File: src/rtl/seq_addr_expander_pkg.sv
package seq_addr_expander_pkg;

  localparam int ADDR_W     = 8;
  localparam int OP_W       = 3;
  localparam int STB_N      = 5;
  localparam int N_AXES     = 2;

  // opcode-mode slice positions
  localparam int MODE_BIT   = 0;
  localparam int STB_LSB    = MODE_BIT + 1;
  localparam int ROW_OP_LSB = STB_LSB + STB_N;
  localparam int SEQ_W      = ROW_OP_LSB + N_AXES * OP_W;

  // load-mode slice positions
  localparam int VAL_LSB    = MODE_BIT + 1;
  localparam int AXIS_BIT   = VAL_LSB + ADDR_W;
  localparam int LOAD_BIT   = AXIS_BIT + 1;

  // strobe vector order: {pix_rst, xfer_gate, clamp, samp_ref, samp_sig}
  localparam int XFER_IDX   = 3;
  localparam logic [STB_N-1:0] STB_IDLE = STB_N'(1) << XFER_IDX;

  typedef enum logic [OP_W-1:0] {
    OP_HOLD   = 3'b000,
    OP_DEC    = 3'b001,
    OP_ZERO   = 3'b010,
    OP_ONES   = 3'b011,
    OP_SAVE   = 3'b100,
    OP_INC    = 3'b101,
    OP_RECALL = 3'b110,
    OP_HOLD2  = 3'b111
  } axis_op_e;

  function automatic logic [ADDR_W-1:0] next_addr(
    input logic [ADDR_W-1:0] cur,
    input axis_op_e          op,
    input logic [ADDR_W-1:0] mark
  );
    logic [ADDR_W-1:0] nxt;
    case (op)
      OP_INC:    nxt = cur + ADDR_W'(1);
      OP_DEC:    nxt = cur - ADDR_W'(1);
      OP_ZERO:   nxt = '0;
      OP_ONES:   nxt = '1;
      OP_RECALL: nxt = mark;
      default:   nxt = cur;
    endcase
    return nxt;
  endfunction

endpackage

File: src/rtl/addr_axis.sv
module addr_axis
  import seq_addr_expander_pkg::*;
(
  input  logic              clk,
  input  logic              rst_n,
  input  logic              op_valid,
  input  axis_op_e          op,
  input  logic              ld_fire,
  input  logic [ADDR_W-1:0] ld_val,
  output logic [ADDR_W-1:0] addr_o
);

  logic [ADDR_W-1:0] addr_q;
  logic [ADDR_W-1:0] mark_q;
  logic              do_save;
  logic              do_step;
  logic              is_idle;

  assign do_save = op_valid && (op == OP_SAVE);
  assign do_step = op_valid && !do_save;
  assign is_idle = !ld_fire && (!op_valid || op == OP_HOLD || op == OP_HOLD2);

  always_ff @(posedge clk or negedge rst_n) begin
    if (!rst_n) begin
      addr_q <= '0;
      mark_q <= '0;
    end else begin
      if (ld_fire)
        addr_q <= ld_val;
      else if (do_step)
        addr_q <= next_addr(addr_q, op, mark_q);
      if (do_save)
        mark_q <= addr_q;
    end
  end

  assign addr_o = addr_q;

  assert_load_R9: assert property (@(posedge clk) disable iff (!rst_n)
    ld_fire |=> addr_o == $past(ld_val));

  assert_inc_wrap_R4: assert property (@(posedge clk) disable iff (!rst_n)
    (op_valid && op == OP_INC && !ld_fire) |=> addr_o == ADDR_W'($past(addr_o) + 1'b1));

  assert_dec_wrap_R5: assert property (@(posedge clk) disable iff (!rst_n)
    (op_valid && op == OP_DEC && !ld_fire) |=> addr_o == ADDR_W'($past(addr_o) - 1'b1));

  assert_save_R7: assert property (@(posedge clk) disable iff (!rst_n)
    (do_save && !ld_fire) |=> $stable(addr_o) && mark_q == $past(addr_o));

  assert_idle_R8: assert property (@(posedge clk) disable iff (!rst_n)
    is_idle |=> $stable(addr_o) && $stable(mark_q));

endmodule

File: src/rtl/strobe_gate.sv
module strobe_gate
  import seq_addr_expander_pkg::*;
(
  input  logic             clk,
  input  logic             rst_n,
  input  logic             force_idle,
  input  logic [STB_N-1:0] raw_i,
  output logic [STB_N-1:0] stb_o
);

  logic [STB_N-1:0] gated;
  logic [STB_N-1:0] stb_q;

  assign gated = force_idle ? STB_IDLE : raw_i;

  always_ff @(posedge clk or negedge rst_n) begin
    if (!rst_n) stb_q <= STB_IDLE;
    else        stb_q <= gated;
  end

  assign stb_o = stb_q;

  assert_forced_idle_R10: assert property (@(posedge clk) disable iff (!rst_n)
    force_idle |=> stb_o == STB_IDLE);

  assert_pass_R2: assert property (@(posedge clk) disable iff (!rst_n)
    !force_idle |=> stb_o == $past(raw_i));

endmodule

File: src/rtl/seq_addr_expander.sv
module seq_addr_expander
  import seq_addr_expander_pkg::*;
(
  input  logic              clk,
  input  logic              rst_n,
  input  logic [SEQ_W-1:0]  seq_i,
  output logic [ADDR_W-1:0] row_addr_o,
  output logic [ADDR_W-1:0] col_addr_o,
  output logic              samp_sig_o,
  output logic              samp_ref_o,
  output logic              clamp_o,
  output logic              xfer_gate_o,
  output logic              pix_rst_o
);

  logic                   load_mode;
  logic                   load_pulse;
  logic                   axis_sel;
  logic [ADDR_W-1:0]      load_val;
  logic [ADDR_W-1:0]      addr_w [N_AXES];
  logic [STB_N-1:0]       stb_w;

  assign load_mode  = seq_i[MODE_BIT];
  assign load_pulse = load_mode && seq_i[LOAD_BIT];
  assign axis_sel   = seq_i[AXIS_BIT];
  assign load_val   = seq_i[VAL_LSB +: ADDR_W];

  for (genvar g = 0; g < N_AXES; g++) begin : g_axis
    addr_axis u_axis (
      .clk      (clk),
      .rst_n    (rst_n),
      .op_valid (!load_mode),
      .op       (axis_op_e'(seq_i[ROW_OP_LSB + g*OP_W +: OP_W])),
      .ld_fire  (load_pulse && (axis_sel == g[0])),
      .ld_val   (load_val),
      .addr_o   (addr_w[g])
    );
  end

  strobe_gate u_stb (
    .clk        (clk),
    .rst_n      (rst_n),
    .force_idle (load_mode),
    .raw_i      (seq_i[STB_LSB +: STB_N]),
    .stb_o      (stb_w)
  );

  assign row_addr_o  = addr_w[0];
  assign col_addr_o  = addr_w[1];
  assign samp_sig_o  = stb_w[0];
  assign samp_ref_o  = stb_w[1];
  assign clamp_o     = stb_w[2];
  assign xfer_gate_o = stb_w[XFER_IDX];
  assign pix_rst_o   = stb_w[4];

  assert_load_quiet_R11: assert property (@(posedge clk) disable iff (!rst_n)
    (load_mode && !seq_i[LOAD_BIT]) |=> $stable(row_addr_o) && $stable(col_addr_o));

  assert_strobe_known_R1: assert property (@(posedge clk) disable iff (!rst_n)
    !$isunknown({samp_sig_o, samp_ref_o, clamp_o, xfer_gate_o, pix_rst_o}));

endmodule

File: config.mk
export PLATFORM = sky130hd
export DESIGN_NAME = seq_addr_expander
export DESIGN_NICKNAME = d
export VERILOG_FILES = /design/src/rtl/seq_addr_expander_pkg.sv /design/src/rtl/addr_axis.sv /design/src/rtl/strobe_gate.sv /design/src/rtl/seq_addr_expander.sv
export SDC_FILE = /design/constraint.sdc
export NUM_CORES = 1
export LEC_CHECK = 0
export ABC_AREA = 1
export BUFFER_PORTS_ARGS = -buffer_cell sky130_fd_sc_hd__buf_2
export CAP_MARGIN = 20
export CELL_PAD_IN_SITES_DETAIL_PLACEMENT = 1
export CELL_PAD_IN_SITES_GLOBAL_PLACEMENT = 1
export CORE_UTILIZATION = 43
export CTS_BUF_LIST = sky130_fd_sc_hd__clkbuf_2 sky130_fd_sc_hd__clkbuf_4 sky130_fd_sc_hd__clkbuf_8
export DETAILED_ROUTE_END_ITERATION = 6
export GPL_TIMING_DRIVEN = 0
export PLACE_DENSITY = 0.92
export SLEW_MARGIN = 5
export SYNTH_ARGS = -nofsm -noshare
export SYNTH_HDL_FRONTEND = slang
export SYNTH_HIERARCHICAL = 1
export SYNTH_SLANG_ARGS = --single-unit
File: constraint.sdc
create_clock -name clk -period 2.2 [get_ports clk]
set_clock_uncertainty 0.2 [all_clocks]
set_input_delay 0.44 -clock clk [delete_from_list [all_inputs] [get_ports clk]]
set_output_delay 0.44 -clock clk [all_outputs]
set_load 0.05 [all_outputs]
# Word level (Yosys, flattened, before mapping)
# Index checks and enable logic that the tools add are counted.
[totals]
out_inout_bits = 21
input_bits = 14
elab_cells = 45
reg_bits = 37
[classes]
mux = 7
bitwise_logic = 1
reduce_logical = 16
n_eq_ne = 12
addsub = 4
[op_table]
columns = ["cell", "count"]
rows = [
  ["8-bit case mux with 5 select lines", 2],
  ["8-bit 2-to-1 mux", 4],
  ["3-bit equality test, second input constant", 6],
  ["8-bit by 1-bit adder with 8-bit output, second input constant", 2],
  ["8-bit by 1-bit subtractor with 8-bit output, second input constant", 2],
  ["3-bit by 2-bit equality test with 1-bit output, second input constant", 4],
  ["6-bit nonzero test", 2],
  ["1-bit logical AND", 7],
  ["3-bit by 1-bit equality test with 1-bit output, second input constant", 2],
  ["5-bit 2-to-1 mux", 1],
  ["2-bit AND reduction", 2],
  ["2-bit nonzero test", 2],
  ["1-bit zero test", 3],
  ["1-bit NOT", 1],
]

# Depth between registers and ports, before layout
# Gate-level depths: netlist (run 1).
[logic_depth]
ltp_word = 6
depth_mapped = 15
mapped_depth_nobuf = 15

# Hierarchy
# The synthesis (run 1) kept the hierarchy.
[by_module_without_submodules]
columns = ["mod", "area_each_um2", "cells_each", "instances", "seq_area_each_um2"]
rows = [
  ["addr_axis", 1188.6, 177, 2, 400.4],
  ["strobe_gate", 167.7, 16, 1, 126.4],
  ["seq_addr_expander", 18.8, 5, 1, 0.0],
]

# Least setup slack after synthesis (run 1)
# Ideal clock, no wire load.
[synth_path]
path_kind = "register to register"
startpoint = "register g_axis[0].u_axis.addr_q[1]"
endpoint = "register g_axis[0].u_axis.addr_q[6]"
setup_slack_ps = 199
arrival_time_ps = 1683
stages_incl_launch_ff = 13
n_path_buf = 0
synth_period_minus_slack_ps = 2001
t_required_ps = 1882
setup_ps = 118
cell_sequence = "dfrtp_1 nand4_1 nand2_1 inv_1 ha_1 inv_1 nand2_1 nand3_1 nand3_1 nand3_1 nand2_1 nand2_1 nand2_1"
[synth_between]
elab_chain_len = 4
word_cells_on_any_way = 5
classes_between = "2 x add/sub; 3 x mux"
[synth_rtl]
columns = ["item", "line_no", "rtl"]
rows = [
  ["start, declared", "addr_axis.sv:13", "logic [ADDR_W-1:0] addr_q;"],
  ["start signal, assigned", "addr_axis.sv:29", "addr_q <= ld_val;"],
  ["start signal, assigned", "addr_axis.sv:31", "addr_q <= next_addr(addr_q, op, mark_q);"],
  ["8-bit by 1-bit subtractor with 8-bit output / 8-bit by 1-bit adder with 8-bit output (equally long branches)", "seq_addr_expander_pkg.sv:42, seq_addr_expander_pkg.sv:41", ""],
  ["8-bit case mux with 5 select lines (*)", "seq_addr_expander_pkg.sv:40", "case (op)"],
  ["8-bit 2-to-1 mux (*)", "addr_axis.sv:30", "else if (do_step)"],
  ["8-bit 2-to-1 mux (*)", "addr_axis.sv:28", "if (ld_fire)"],
]
# Mark *: on every way between the ends. The rest lies on a longest branch, timed or not. The select of a mux whose other input is x is not followed.
# A chain may end at the register's enable or synchronous reset.

# Worst setup path after layout (run 1)
[layout_path]
startpoint = "register g_axis[1].u_axis.addr_q[1]"
endpoint = "register g_axis[1].u_axis.addr_q[6]"
[layout_between]
elab_chain_len = 4
word_cells_on_any_way = 5
classes_between = "2 x add/sub; 3 x mux"
[layout_rtl]
columns = ["item", "line_no"]
rows = [
  ["start, declared", "addr_axis.sv:13"],
  ["start signal, assigned", "addr_axis.sv:29"],
  ["start signal, assigned", "addr_axis.sv:31"],
  ["8-bit by 1-bit subtractor with 8-bit output / 8-bit by 1-bit adder with 8-bit output (equally long branches)", "seq_addr_expander_pkg.sv:42, seq_addr_expander_pkg.sv:41"],
  ["8-bit case mux with 5 select lines (*)", "seq_addr_expander_pkg.sv:40"],
  ["8-bit 2-to-1 mux (*)", "addr_axis.sv:30"],
  ["8-bit 2-to-1 mux (*)", "addr_axis.sv:28"],
]
# Marks and branches as above.

==> results of run 1 <==
-- logic make-up after synthesis --
family,count (synthesis),synth area share
AND/OR/NAND/NOR,214,0.3709
buffers and inverters,56,0.09273
XOR/XNOR,6,0.02050
adder cells (fa/ha/maj),2,0.009759
multiplexers,2,0.008784
flip-flops,37,0.3616
AO/OA/AOI/OAI,58,0.1357
-- layout make-up --
class                           count  area (um^2)
Tap cell                           72        90.09
Sequential cell                    37        927.1
Inverter                           48        190.2
Clock buffer                        7        90.09
Multi-Input combinational cell    282         1404
Buffer                              8        47.55
Timing Repair Buffer               34        170.2
Clock inverter                      1        30.03
Fill cell                         782         2693
-- cells in the final DEF, fill, tap and decap left out, types with 4 or more instances in the layout --
cell      count
inv_2         7
nand2_1     118
xor2_1        4
o21ai_1       4
dfrtp_1      36
clkbuf_8      6
inv_1        37
buf_2        36
nor2_1       36
nand3_1      34
o41ai_1       4
o211ai_1      4
a21oi_1      10
nand2_2       6
o21ai_0      26
clkbuf_1      4
nand4_1      12
-- cells in the mapped netlist, drive strengths merged, types with 4 or more instances --
library cell	count
nor2	38
a21oi	10
buf	4
clkbuf	4
dfrtp	36
nand3	36
o21ai	32
nand2	124
o211ai	4
inv	46
nand4	12
o41ai	4
xor2	4
-- stage by stage --
stage,TNS (ns),instances,hold slack [ns]
after floorplan,0,375,-0.05559
after global placement,-0.3070,481,0.2690
after detailed placement,-1.289,481,0.2750
after CTS,0,489,0.07390
after global routing,0,489,0.1178
final,0,489,0.05134
-- worst max-delay path, delay by kind of cell, from the launching register on --
kind	cells	cell delay, ns
fa+ha+maj	1	0.18
buf+inv	3	0.28
flops	1	0.44
simple gates	9	0.89
-- sequential cells by signal, summed over array words and instances (netlist names) --
| register | flops |
|---|---|
| g_axis.u_axis/addr_o | 16 |
| g_axis.u_axis/mark_q | 16 |
| u_stb/stb_o | 5 |
-- power by group --
part,switching [mW],internal (mW)
Combinational,0.862,0.324
Clock,0.255,0.382
Sequential,0.193,0.845
Total,1.31,1.55
-- timing repair --
| item | 4_1_cts | 5_1_grt |
|---|---|---|
| hold buffers | 0 | 0 |
| setup endpoints to repair | 0 | 8 |
| resized for setup | 0 | 2 |
| hold endpoints to repair | 0 | 0 |
-- routing by layer --
metal,vias up,track usage
met1,1417,0.4165
li1,1309,-
met3,10,0.04483
met5,-,0
met2,113,0.4922
met4,0,0.08000
-- worst paths after layout --
kind / startpoint / end / slack, ns / cells after the start
setup / recovery: g_axis[1].u_axis/addr_o[1] / g_axis[1].u_axis/addr_o[6] / 0.11 / 13
hold / removal: rst_n / g_axis[1].u_axis/mark_q[1] / 0.05 / 1
min in group clk: seq_i[4] / u_stb/stb_o[3] / 0.17 / 3
hold reg to reg: g_axis[1].u_axis/mark_q[4] / g_axis[1].u_axis/mark_q[4] / 0.29 / 2
setup reg to reg: g_axis[1].u_axis/addr_o[1] / g_axis[1].u_axis/addr_o[6] / 0.11 / 13
max in group asynchronous: rst_n / g_axis[1].u_axis/addr_o[3] / 1.22 / 1
==> flow_metrics.tcl, run 1 <==
set metrics [dict create \
    drtIter0Drc 172 \
    critPathMaxFanout 5 \
    synth_ff_type "dfrtp_1" \
    die_w_um 79.22 \
    power_leakage_nw 1.601 \
    drive_above_1_share 0.1727 \
    fp.dieH_um 79.22 \
    setup_ws_ns 0.1134 \
    wl_met1_um 4011 \
    rsz0062_at_grt "false" \
    wire_per_inst_um 17.86 \
    synth_nets 391 \
    hp-class "in -> async" \
    initial_core_util 0.4544 \
    maxUsedRoutingLayer "met4" \
    clock-sinks 37 \
    root_buffer "clkbuf_8" \
    slew_headroom 0.4299 \
    worstSetupStartpointType "register" \
    setup_viol 0 \
    syn_area_um2 2564 \
    netlist_top_cells_area "dfrtp_1, nand2_1, nand3_1" \
    synth_cell_types 31 \
    fp-row-count 27 \
    synth_top_area_cell "dfrtp_1" \
    drc_errors 0 \
    grt_pass1_wl_um 14330 \
    cts_setup_buffers 0 \
    antenna_found_initial 0 \
    ys_seq_elements 37 \
    timing.final.crit_share 0.9485 \
    min_period_ns 2.087 \
    portBuffers 34 \
    hold_viol 0 \
    drv_cap 0 \
    clock_path_buffers 2 \
    grt_overflow 0 \
    path_cells "inv_1, nand2_1, nand2_1, inv_1, ha_1, inv_1, nand2_1, nand3_1, nand3_1, nand3_1, nand2_1, nand2_1, nand2_1" \
    antennaDiodeCount 0 \
    path_clk_slew_ns 0.08 \
    pin_count 35 \
    max_clock_freq_ghz 0.4792 \
    netlist_instances 375 \
    finalWirelength_um 8733 \
    die-area_um2 6275 \
    routed_via_density 5.826 \
    final_area_um2 2949 \
    finalMaxSlewViolations 0 \
    core_um2 5642 \
    synth-async-reset-ratio 1.000 \
    tritoncts "yes" \
    grt_max_degree 38 \
    avgSynthCellArea_um2 6.837 \
    crit_required_ns 2.19 \
    placed_area_um2 2824 \
    worst_slew_pin_slew_ns 0.8552 \
    cts_htree_levels 2 \
    pre_cts_ws_ns -0.1419 \
    synth_edf_count 0 \
    grt_usage 0.3022 \
    status "finished clean" \
    dr_wl_met3_um 457 \
    ys_warn_count 6 \
    critPathCaptureType "register" \
    vdd_drop_max_mv 0.4990 \
    grt_pass1_vias 2798 \
    crit_type "reg -> reg" \
    wl_met2_um 4167 \
    insertion_delay_ns 0.30 \
    fin_nets 432 \
    slowest_stage "dfrtp_1" \
    finalPower_mw 2.862 \
    gp_congestion 0.8667 \
    crit_top_cell "nand2_1" \
    synth-seq-area-share 0.3616 \
    cts_buffers 5 \
    worstPathArrival_ns 2.07 \
    ant_nets 0 \
    synth_top_area_frac 0.3514 \
    num_vias 2849 \
    power_density_nw_per_um2 970.4 \
    slowest_delay_ns 0.44 \
    syn_to_final_growth_pct 15.03 \
    first_pass_iters 4 \
    hpwlAfterDp_um 6239 \
    post-route-util 0.5227 \
]
No activity file was read; power rests on OpenSTA's default activity.
==> run 2, diff against run 1 <==
CORE_ASPECT_RATIO = 1.2   (was not set)
MAX_ROUTING_LAYER = met4   (was not set)
==> flow_metrics.tcl, run 2 (synthesis results as in run 1) <==
set metrics [dict create \
    clock_path_buffers 2 \
    portBuffers 34 \
    nFillCells 787 \
    root_buffer "clkbuf_8" \
    drtIter0Drc 132 \
    hold_viol 0 \
    final_common_cell "nand2_1" \
    setup_ws_ns 0.1196 \
    drc_errors 0 \
    finalPower_mw 2.818 \
    worstSetupStartpointType "register" \
    pre_cts_ws_ns -0.05186 \
    max_clock_freq_ghz 0.4807 \
    setup_viol 0 \
    critPathMaxFanout 5 \
    crit_required_ns 2.24 \
    critPathCaptureType "register" \
    initial_core_util 0.4493 \
    drv_cap 0 \
    cts_resized 0 \
    insertion_delay_ns 0.29 \
    vdd_drop_max_mv 0.4229 \
    die-area_um2 6276 \
    worst_slew_pin_slew_ns 0.8498 \
    hold_buffers 0 \
    die_w_um 72.49 \
    hp-class "in -> async" \
    ant_nets 0 \
    grt_usage 0.2895 \
    r2r_end "g_axis[0].u_axis/addr_o[4]" \
    power_density_nw_per_um2 954.0 \
    finalMaxSlewViolations 0 \
    tritoncts "yes" \
    syn_to_final_growth_pct 15.23 \
    first_pass_iters 4 \
    timing.final.crit_share 0.9456 \
    fp-row-count 30 \
    worstPathArrival_ns 2.12 \
    cts_buffers 5 \
    wire_per_inst_um 16.34 \
    crit_start "g_axis[0].u_axis/addr_o[1]" \
    reg2reg_slack_ns 0.12 \
    worstRegToRegCells 14 \
    routed_via_density 5.481 \
    min_period_ns 2.080 \
    timing.rr.start "g_axis[0].u_axis/addr_o[1]" \
    gp_congestion 0.8513 \
    core_um2 5705 \
    num_vias 2724 \
    drive_above_1_share 0.1679 \
    fp.dieH_um 86.59 \
    antennaDiodeCount 0 \
    rsz0062_at_grt "false" \
    path_clk_slew_ns 0.08 \
    critPathCapture "g_axis[0].u_axis/addr_o[4]" \
    cts_htree_levels 2 \
    fin_nets 432 \
    finalWirelength_um 8122 \
    slew_headroom 0.4335 \
    clock-sinks 37 \
    grt_overflow 0 \
    pin_count 35 \
    grt_max_degree 38 \
    grt_pass1_vias 2833 \
    hpwlAfterDp_um 6199 \
    most-common-layout-cells "nand2_1, nor2_1, inv_1" \
    crit_type "reg -> reg" \
    status "finished clean" \
    power_leakage_nw 1.597 \
    antenna_found_initial 0 \
    grt_pass1_wl_um 13360 \
    cts_setup_buffers 0 \
]
==> run 2: changes by cell type in the layout (fill, tap and decap cells not counted), sizes merged <==
cell	previous run	this run
clkbuf	11	10
clkinvlp	0	1
==> run 2: worst min-delay path by stage <==
| stage | cells after the start | start | to | slack (ns) |
|---|---|---|---|---|
| after detailed placement | 2 | g_axis[0].u_axis/mark_q[5] | g_axis[0].u_axis/mark_q[5] | 0.28 |
| after global routing | 1 | rst_n | g_axis[0].u_axis/mark_q[0] | 0.11 |
| after CTS | 1 | rst_n | g_axis[0].u_axis/addr_o[6] | 0.07 |
| final | 1 | rst_n | g_axis[0].u_axis/addr_o[6] | 0.05 |
| after global placement | 2 | g_axis[1].u_axis/mark_q[2] | g_axis[1].u_axis/mark_q[2] | 0.27 |
| after floorplan | 0 | rst_n | g_axis[0].u_axis/addr_o[0] | -0.06 |
==> run 2: worst max-delay path: stages, from the launching register on <==
cell and delay, ns:
dfrtp_1 0.45, inv_1 0.17, nand2_1 0.10, nand2_1 0.14, inv_1 0.07, ha_1 0.19, inv_1 0.06, nand2_1 0.10
nand2_1 0.09, nand2_1 0.07, a21oi_1 0.13, o21ai_1 0.08, nand2_1 0.06, nand2_1 0.05, nand2_1 0.06
==> run 2: where the power goes <==
| part | switching [mW] | total, mW | internal [mW] |
|---|---|---|---|
| combinational | 0.843 | 1.17 | 0.324 |
| sequential | 0.182 | 1.03 | 0.845 |
| clock | 0.256 | 0.625 | 0.369 |
==> run 2: final cells by class <==
class | instances | area [um^2] | share of cell area
sequential | 37 | 927.1 | 0.3139
clock inverter | 2 | 37.54 | 0.01271
buffer | 8 | 47.55 | 0.01609
timing repair buffer | 34 | 170.2 | 0.05760
clock buffer | 6 | 82.58 | 0.02795
tap | 80 | 100.1 | 0.03388
inverter | 48 | 190.2 | 0.06438
multi-input combinational | 282 | 1399 | 0.4735
==> run 2: metal layers <==
metal  vias up  part of all wire  routed length, um  track usage
li1       1312                 -                  -            -
met5         -                 0                  0            -
met4         0             0.036                293       0.1551
met1      1323              0.40               3240       0.3089
met3        24             0.024                193      0.03605
met2        65              0.54               4395       0.5166
==> run 2: per-stage QoR <==
step / instances / utilization / hold WS (ns) / setup TNS (ns) / instance area (um^2)
floorplan: 375 / - / -0.05559 / 0 / 2564
global placement: 489 / 0.4967 / 0.2706 / -0.01505 / 2834
detailed placement: 489 / 0.4967 / 0.2755 / -0.2015 / 2834
CTS: 497 / 0.5178 / 0.06994 / 0 / 2954
global route: 497 / 0.5178 / 0.1067 / 0 / 2954
finish: 497 / 0.5178 / 0.04628 / 0 / 2954
==> run 3, diff against run 2 <==
--- a/config.mk
+++ b/config.mk
@@ -8,5 +8,5 @@
 export ABC_AREA = 1
 export BUFFER_PORTS_ARGS = -buffer_cell sky130_fd_sc_hd__buf_2
-export CAP_MARGIN = 20
+export CAP_MARGIN = 10
 export CELL_PAD_IN_SITES_DETAIL_PLACEMENT = 1
 export CELL_PAD_IN_SITES_GLOBAL_PLACEMENT = 1
@@ -17,5 +17,5 @@
 export GPL_TIMING_DRIVEN = 0
 export MAX_ROUTING_LAYER = met4
-export PLACE_DENSITY = 0.92
+export PLACE_DENSITY_LB_ADDON = 0.25
 export SLEW_MARGIN = 5
 export SYNTH_ARGS = -nofsm -noshare
==> constraint.sdc (replaced) <==
create_clock -name clk -period 2.2 [get_ports clk]
set_clock_uncertainty 0.2 [all_clocks]
set_input_delay 0.11 -clock clk [delete_from_list [all_inputs] [get_ports clk]]
set_output_delay 0.11 -clock clk [all_outputs]
set_load 0.05 [all_outputs]
==> flow_metrics.tcl, run 3 (synthesis results as in run 1) <==
set metrics [dict create \
    cts_resized 0 \
    worstRegToRegCells 13 \
    path_cells "inv_1, nand2_1, nand2_1, inv_1, ha_1, inv_1, nand2_1, nand3_1, nand3_1, nand3_1, nand2_1, nand2_1, nand2_1" \
    finalMaxSlewViolations 0 \
    core_um2 5705 \
    antenna_found_initial 0 \
    max_clock_freq_ghz 0.4891 \
    initial_core_util 0.4493 \
    status "finished clean" \
    drtIter0Drc 137 \
    tns_ns 0 \
    rsz0062_at_grt "false" \
    timing.final.crit_share 0.9294 \
    grt_pass1_wl_um 14830 \
    critPathMaxFanout 5 \
    final_area_um2 3078 \
    num_vias 2775 \
    placed_area_um2 2834 \
    hpwlAfterDp_um 6294 \
    cts_setup_buffers 0 \
    grt_pass1_vias 2958 \
    drc_errors 0 \
    reg2reg_slack_ns 0.16 \
    syn_to_final_growth_pct 20.06 \
    critPathCaptureType "register" \
    pre_cts_ws_ns 0.1994 \
    dp.cells 489 \
    drv_cap 0 \
    power.internal_mw 1.633 \
    vdd_drop_max_mv 0.4020 \
    net-switching-power_mw 1.301 \
    seqPwrFrac 0.352 \
    setup_viol 0 \
    clock-sinks 37 \
    fp-row-count 30 \
    cts_buffers 5 \
    cts_htree_levels 2 \
    finalWirelength_um 8992 \
    r2r_end "g_axis[0].u_axis/addr_o[6]" \
    min_path_cells 5 \
    power_density_nw_per_um2 953.3 \
    slew_headroom 0.4096 \
    slowest_stage "dfrtp_1" \
    worstSetupStartpointType "register" \
    layout.cells.non_filler 508 \
    gp_congestion 0.9080 \
    grt_overflow 0 \
    fin_nets 443 \
    combinationalPowerShare 0.403 \
    crit_top_cell "nand2_1" \
    setup_ws_ns 0.1554 \
    hold_viol 0 \
    fp.dieH_um 86.59 \
    path_clk_slew_ns 0.09 \
    ant_nets 0 \
    clock_path_buffers 2 \
    worstPathArrival_ns 2.04 \
    crit_required_ns 2.19 \
    p_clk_frac 0.245 \
    portBuffers 34 \
    tritoncts "yes" \
    swShare 0.4433 \
    grt_usage 0.3241 \
    final_common_cell "nand2_1" \
    insertion_delay_ns 0.29 \
    min-delay-start "seq_i[6]" \
    min_period_ns 2.045 \
    wire_per_inst_um 17.70 \
    first_pass_iters 4 \
    crit_type "reg -> reg" \
    hp-class "in -> reg" \
    most-common-layout-cells "nand2_1, nor2_1, inv_1" \
    power_leakage_nw 1.658 \
    timing.rr.start "g_axis[0].u_axis/addr_o[1]" \
    routed_via_density 5.463 \
    slowest_delay_ns 0.46 \
    worst_slew_pin_slew_ns 0.8856 \
    drive_above_1_share 0.1636 \
    pin_count 35 \
    root_buffer "clkbuf_8" \
    die_w_um 72.49 \
    antennaDiodeCount 0 \
    hold_end "g_axis[0].u_axis/addr_o[5]" \
    die-area_um2 6276 \
    grt_max_degree 38 \
]
## run 3: cell count changes in the layout (fill, tap and decap cells not counted), sizes merged
cell / before / now
dlygate4sd3: 0 / 11
clkinv: 2 / 3
bufinv: 1 / 2
clkinvlp: 1 / 0
clkbuf: 10 / 9
## run 3: metal layers
layer  track usage  vias to the layer above  share of wire
met2        0.5956                       61           0.55
met4        0.1426                        0          0.040
met3       0.03953                       26          0.025
met5             -                        -              0
met1        0.3442                     1358           0.39
li1              -                     1330              -
## run 3: how the worst max path moves through the flow
stage	from	to	cells after the start
6_report	g_axis[0].u_axis/addr_o[1]	g_axis[0].u_axis/addr_o[6]	13
5_1_grt	g_axis[1].u_axis/addr_o[1]	g_axis[1].u_axis/addr_o[4]	14
4_1_cts	g_axis[0].u_axis/addr_o[1]	g_axis[0].u_axis/addr_o[6]	13
3_5_place_dp	seq_i[7]	g_axis[0].u_axis/addr_o[6]	15
3_3_place_gp	g_axis[1].u_axis/addr_o[1]	g_axis[1].u_axis/addr_o[6]	13
2_1_floorplan	g_axis[0].u_axis/addr_o[1]	g_axis[0].u_axis/addr_o[6]	12
## run 3: area by class of cell
| class | count | area (um^2) |
|---|---|---|
| plain buffers | 8 | 47.55 |
| well taps | 80 | 100.1 |
| clock inverters | 3 | 65.06 |
| multi-input cells | 282 | 1399 |
| flip-flops and latches | 37 | 927.1 |
| clock buffers | 5 | 68.82 |
| fillers | 782 | 2628 |
| inverters | 48 | 190.2 |
| repair buffers | 45 | 280.3 |
## run 3: critical path, delay by kind of cell (launching register included)
family                     cells  cell delay, ns
and+or+nand+nor                9            0.82
adders and majority gates      1            0.19
buffers and inverters          3            0.29
DFF                            1            0.46
## run 3: metrics by stage
stage / utilization / power (mW) / hold slack (ns)
2_1_floorplan: - / 1.838 / -0.3856
3_3_place_gp: 0.4967 / 2.141 / 0.04880
3_5_place_dp: 0.4967 / 2.185 / 0.06637
4_1_cts: 0.5395 / 2.927 / 0.02682
5_1_grt: 0.5395 / 3.111 / 0.08714
6_report: 0.5395 / 2.934 / 0.03917
## run 3: power by group through the flow
stage	clock (mW)	sequential, mW	combinational, mW
after detailed placement	0	1.04	1.15
after CTS	0.723	1.03	1.17
final	0.718	1.03	1.18
after global placement	0	1.03	1.11
after global routing	0.754	1.05	1.30
after floorplan	0	1.27	0.569
## run 3: what timing repair did
item | 4_1_cts | 5_1_grt
hold buffers | 11 | 0
setup endpoints to repair | 0 | 0
hold endpoints to repair | 48 | 0
